<file path="config.mk">
export PLATFORM = sky130hd
export DESIGN_NAME = banked_regfile
export DESIGN_NICKNAME = d
export VERILOG_FILES = /design/src/rtl/banked_regfile.sv
export SDC_FILE = /design/constraint.sdc
export NUM_CORES = 1
export LEC_CHECK = 0
export BUFFER_PORTS_ARGS = -buffer_cell sky130_fd_sc_hd__buf_2
export CAP_MARGIN = 5
export CORE_ASPECT_RATIO = 0.7
export CORE_MARGIN = 2
export CORE_UTILIZATION = 40
export CTS_BUF_LIST = sky130_fd_sc_hd__clkbuf_4 sky130_fd_sc_hd__clkbuf_8
export DETAILED_ROUTE_END_ITERATION = 12
export SLEW_MARGIN = 20
export SYNTH_ARGS = -nofsm -noshare
export SYNTH_HDL_FRONTEND = slang
export SYNTH_SLANG_ARGS = --single-unit
</file>
<file path="constraint.sdc">
create_clock -name clk -period 3.3 [get_ports clk]
set_input_delay 0.33 -clock clk [delete_from_list [all_inputs] [get_ports clk]]
set_output_delay 0.33 -clock clk [all_outputs]
set_load 0.05 [all_outputs]
</file>
<file path="src/rtl/banked_regfile.sv">
module banked_regfile #(
  parameter int                AW       = 20,
  parameter logic [AW-1:0]     BASE     = 20'hFFEE0,
  parameter int                NBANK    = 4,
  parameter int                BANKB    = 8,
  parameter logic [7:0]        FILL     = 8'h11,
  parameter logic [7:0]        PSW_INIT = 8'h06,
  parameter logic [7:0]        ES_INIT  = 8'h0F,
  parameter logic [7:0]        CS_INIT  = 8'h00,
  parameter logic [7:0]        PMC_INIT = 8'h00
) (
  input  logic        clk,
  input  logic        rst_n,
  input  logic [4:0]  rd_sel,
  output logic [15:0] rd_data,
  input  logic        wr_en,
  input  logic [4:0]  wr_sel,
  input  logic [15:0] wr_data,
  output logic        reg_err,
  input  logic [AW-1:0] mm_addr,
  input  logic        mm_wr,
  input  logic [7:0]  mm_wdata,
  output logic [7:0]  mm_rdata,
  input  logic [2:0]  cond_sel,
  input  logic [7:0]  cond_val,
  output logic        cond_true,
  output logic        sp_odd
);
  localparam int NBYTES = NBANK * BANKB;
  localparam int SW     = $clog2(NBANK);
  localparam int BW     = $clog2(BANKB);
  localparam int OFFW   = SW + BW;

  localparam logic [4:0] C_NONE = 5'd0,  C_X   = 5'd1,  C_H   = 5'd8;
  localparam logic [4:0] C_AX   = 5'd9,  C_HL  = 5'd12, C_SP  = 5'd13;
  localparam logic [4:0] C_PSW  = 5'd14, C_CS  = 5'd15, C_ES  = 5'd16;
  localparam logic [4:0] C_PMC  = 5'd17, C_LAST = C_PMC;

  logic [7:0]  rf [0:NBYTES-1];
  logic [7:0]  psw_q, cs_q, es_q, pmc_q;
  logic [15:0] sp_q;
  logic        sp_odd_q;

  wire [SW-1:0] bank = {psw_q[5], psw_q[3]};
  wire [SW-1:0] slot = ~bank;
  wire          flag_z  = psw_q[6];
  wire          flag_cy = psw_q[0];

  wire [BW-1:0] rd_boff = rd_sel[BW-1:0] - BW'(1);
  wire [BW-2:0] rd_poff = rd_sel[BW-2:0] - (BW-1)'(1);
  wire [BW-1:0] wr_boff = wr_sel[BW-1:0] - BW'(1);
  wire [BW-2:0] wr_poff = wr_sel[BW-2:0] - (BW-1)'(1);

  wire            mm_hit = (mm_addr[AW-1:OFFW] == BASE[AW-1:OFFW]);
  wire [OFFW-1:0] mm_off = mm_addr[OFFW-1:0];

  assign mm_rdata = mm_hit ? rf[mm_off] : 8'h00;
  assign sp_odd   = sp_odd_q;
  assign reg_err  = (rd_sel > C_LAST) ||
                    (wr_en && (wr_sel == C_NONE || wr_sel > C_LAST));

  always_comb begin
    case (rd_sel) inside
      [C_X:C_H]:   rd_data = {8'h00, rf[{slot, rd_boff}]};
      [C_AX:C_HL]: rd_data = {rf[{slot, rd_poff, 1'b1}], rf[{slot, rd_poff, 1'b0}]};
      C_SP:        rd_data = sp_q;
      C_PSW:       rd_data = {8'h00, psw_q};
      C_CS:        rd_data = {8'h00, cs_q};
      C_ES:        rd_data = {8'h00, es_q};
      C_PMC:       rd_data = {8'h00, pmc_q};
      default:     rd_data = 16'h0000;
    endcase
  end

  always_comb begin
    case (cond_sel)
      3'd0: cond_true = (cond_val != 8'h00);
      3'd1: cond_true = (cond_val == 8'h00);
      3'd2: cond_true = flag_cy;
      3'd3: cond_true = !flag_cy;
      3'd4: cond_true = !(flag_z | flag_cy);
      3'd5: cond_true = flag_z | flag_cy;
      3'd6: cond_true = flag_z;
      default: cond_true = !flag_z;
    endcase
  end

  always_ff @(posedge clk) begin
    if (!rst_n) begin
      for (int i = 0; i < NBYTES; i++) rf[i] <= FILL;
      psw_q    <= PSW_INIT;
      cs_q     <= CS_INIT;
      es_q     <= ES_INIT;
      pmc_q    <= PMC_INIT;
      sp_q     <= 16'h0000;
      sp_odd_q <= 1'b0;
    end else begin
      sp_odd_q <= 1'b0;
      if (mm_wr && mm_hit) rf[mm_off] <= mm_wdata;
      if (wr_en) begin
        case (wr_sel) inside
          [C_X:C_H]: rf[{slot, wr_boff}] <= wr_data[7:0];
          [C_AX:C_HL]: begin
            rf[{slot, wr_poff, 1'b1}] <= wr_data[15:8];
            rf[{slot, wr_poff, 1'b0}] <= wr_data[7:0];
          end
          C_SP: begin
            sp_q     <= {wr_data[15:1], 1'b0};
            sp_odd_q <= wr_data[0];
          end
          C_PSW:   psw_q <= wr_data[7:0];
          C_CS:    cs_q  <= wr_data[7:0];
          C_ES:    es_q  <= wr_data[7:0];
          C_PMC:   pmc_q <= wr_data[7:0];
          default: ;
        endcase
      end
    end
  end

  a_r4_pair_store: assert property (@(posedge clk) disable iff (!rst_n)
    (wr_en && wr_sel == C_AX) |=>
      (rf[{~$past(bank), BW'(1)}] == $past(wr_data[15:8]) &&
       rf[{~$past(bank), BW'(0)}] == $past(wr_data[7:0])));

  a_r6_sp_even: assert property (@(posedge clk) disable iff (!rst_n)
    (wr_en && wr_sel == C_SP) |=>
      (sp_q == {$past(wr_data[15:1]), 1'b0} && sp_odd == $past(wr_data[0])));

  a_r10_bank_next: assert property (@(posedge clk) disable iff (!rst_n)
    (wr_en && wr_sel == C_PSW) |=>
      (bank == {$past(wr_data[5]), $past(wr_data[3])}));

  a_r11_port_wins: assert property (@(posedge clk) disable iff (!rst_n)
    (wr_en && wr_sel == C_X && mm_wr && mm_hit && mm_off == {slot, BW'(0)}) |=>
      (rf[$past(mm_off)] == $past(wr_data[7:0])));

  a_r9_bad_read: assert property (@(posedge clk) disable iff (!rst_n)
    (rd_sel > C_LAST) |-> (rd_data == 16'h0000 && reg_err));
endmodule

</file>
==> metrics.md <==
| Metric | Value |
|---|---|
| Outcome | complete, no violations |
| DRC | 0 |
| Cell Rows | 70 |
| Crit path max fanout | 3 |
| DRT iter0 DRCs | 3,611 |
| Routed vias/inst | 7.45 |
| Wire per inst | roughly 40 um |
| Seq/Total Area, Yosys | roughly two fifths |
| Top post-synthesis cells by count | 256 x edfxtp_1, 203 x a22o_1, 190 x mux4_2 |
| Synth cell types | 70 |
| Cell Area, Synth | 0.0213 sq mm |
| FFs w/ async S/R, synth | 0% |
| Gpl congestion | 1.06 |
| Post-synth top area share | 36.1% |
| Final hold viol count | 0 |
| First-pass detailed-route iteration total | 6 |
| Seq cells post-synth | 304 |
| # port buffers | 95 |
| Post-route antenna net violation count | 0 |
| Register area | 0.00866 sq mm |
| Peak Freq | 307 MHz |
| Multi-input gate area | 0.0120 sq mm |
| Final core occ | 46.6% |
| Final HPWL DP | 79.6 mm |
| Number of cells on the worst reg-to-reg path | 5 |
| VDD IR max | between 0.2 and 0.3 mV |
| CTS Hold Bufs | 0 |
| Starting Density | between 40% and 50% |
| Worst clock skew | 16.3 ps |
| Die area | 0.0551 sq mm |
| Via count | 19,700 |
| Prevailing post-synth register cell | edfxtp_1 |
| Final setup fails | 0 |
| Ratio of cells with drive above 1 in the final layout | 31.3% |
| Worst-Margin Slew | 1160 ps |
| Leak | 9.06 nW |
| Max-slew violation count | 0 |
| Synth area leader | edfxtp_1 |
| Clock buffer depth | 3 |
| Power consumption | 0.00952 W |
| Clock transition at path regs | approximately 70 ps |
| Min Tclk post-route | 3250 ps |
| Initial antenna violation count | 1 |
| Die Wd | 280 um |
| Nets | 2,002 |
| Crit path capture type | output pin |
| TritonCTS Buffers | 48 |
| Maxcap violations | 0 |
| Total Routed Length | between 100 and 150 mm |
| Fillers | ~4,800 |
| Crit Reg-Reg Startpoint | psw_q[3]$_SDFFE_PN0P_ |
| Largest net degree at the start of global routing | 67 |
| Worst hold path class | input port to flop |
| Core Box Area | around 0.052 sq mm |
| Data required time of the critical path | ~3000 ps |
| All-layer global routing usage | 38.7% |
| Hold EP | sp_q[12]$_SDFFE_PN0P_ |
| Final Cell Area | 0.0244 sq mm |
| Area Overhead vs Synth | 14.6% |
| Hold Crit Start | wr_data[12] |
| Syn_area_per_cell | 11.9 sq um |
| Pwr Density | 390 mW/mm^2 |
| Die height | 197 um |
| Hold path cells | 3 |
| Post-synth EDFFs | 256 |
| Synthesized Nets | 1,869 |
| Clock Latency Late Sink | between 600 and 700 ps |
| TritonCTS clock tree | done |
| Max-slew headroom | 22.4% |
| Vias in the first global route | 17,900 |
| Grt ovf | 0 |
| Critical path class | flop to output pin |
| CTS Sinks | 304 |
| Worst setup SP type | flop |
| Top-count cell post-synth | edfxtp_1 |
| Synth Instances | between 1,500 and 2,000 |
| Fin Setup TNS | 0 ps |
| Largest cells by area after synthesis | edfxtp_1 36%, mux4_2 20%, a22o_1 8.4% |
| Final period utilization | 98.6% |
| Reg-to-reg slack, setup | 600 ps |
| Endpoint of the worst register-to-register path | rf[26][7]$_DFFE_PP_ |
| Critical path data arrival time | just under 3000 ps |
| Root Buffer | clkbuf_8 |
| Unrepaired setup endpoints after global routing | no |
| H-tree depth | 2 |
| First-pass GRT wire length | 147 mm |
| Synth Warn # | 0 |
| I/O pins | 96 |
| Post-DP Area | 0.0232 sq mm |
## worst max-delay path by stage
stage | startpoint | endpoint | slack (ps) | cells past startpoint
finish | rf[24][2]$_DFFE_PP_ | rd_data[2] | 50 | 7
floorplan | rd_sel[0] | rd_data[6] | 4 | 14
CTS | rf[26][1]$_DFFE_PP_ | rd_data[1] | 0.2 | 7
detailed placement | rd_sel[0] | rd_data[3] | -140 | 11
global route | rf[24][2]$_DFFE_PP_ | rd_data[2] | 20 | 7
global placement | rd_sel[0] | rd_data[3] | -180 | 11
## power breakdown
part           switching, W  internal, W  total, W
Combinational       0.00107     0.000642   0.00171
Clock               0.00163      0.00173   0.00337
Sequential         0.000194      0.00425   0.00444
## area by class of cell
class	count	share of cell area [%]
repair buffers	267	7.88
clock inverters	19	0.559
diodes	1	0.0103
multi-input cells	1294	49.0
clock buffers	65	3.31
flip-flops and latches	304	35.5
inverters	14	0.216
well taps	684	3.51
## stage by stage
step,hold slack [ps],instances,setup WS [ps]
4_1_cts,144,2642,0.200
3_5_place_dp,453,2549,-142
6_report,197,2648,45.8
5_1_grt,191,2648,20.9
3_3_place_gp,447,2549,-182
2_1_floorplan,439,1796,4.26
## state kept, by name, summed over array words and instances, names as in the netlist
name / cells
es_q: 8
pmc_q: 8
rf: 256
sp_odd: 1
psw_q: 8
cs_q: 8
sp_q: 15
## routing by layer
metal | track usage, % | share of wire, % | vias to the layer above
li1 | - | - | 7590
met1 | 57.2 | 41 | 10100
met2 | 50.7 | 39 | 1830
met3 | 16.4 | 17 | 214
met4 | 11.1 | 3.2 | 4
met5 | 2.56 | 0.18 | -
## cell usage in the layout (no fill, tap or decap), drive strengths merged, types with 14 or more instances in the layout
cell type	count
nor2b	41
a22o	203
dfxtp	48
mux2i	53
clkinv	14
nand2	141
nand3	21
a22oi	25
o211ai	25
clkbuf	65
a21boi	16
nor3	33
buf	267
a21oi	71
mux4	190
a221oi	14
o22ai	40
nor2	122
o21ai	17
a31oi	27
edfxtp	256
inv	15
a21o	96
## worst max-delay path, cell delays in order (launching register included)
cell       delay [ps]
edfxtp_1          470
mux4_2            500
nor2b_1           160
a2111oi_2         340
buf_4             180
a211oi_1           50
a211o_2           350
buf_2             230
## cell families (layout without fill, tap and decap cells)
kind of cell | Yosys count | in the layout | synth area share (%)
compound gates | 589 | 589 | 21.1
simple gates | 453 | 453 | 11.2
flops | 304 | 304 | 40.6
mux | 244 | 244 | 22.6
buf+inv | 198 | 365 | 3.94
fa+ha+maj | 4 | 4 | 0.235
xor+xnor | 4 | 4 | 0.200
other cells | 0 | 1 | 0
## repair_timing
item / in CTS / in global routing
cloned: 0 / 0
setup endpoints to repair: 15 / 8
resized for setup: 12 / 9
hold endpoints to repair: 0 / 0
pin swaps: 0 / 1
buffers inserted: 9 / 5
(Power assumes the default switching activity.)
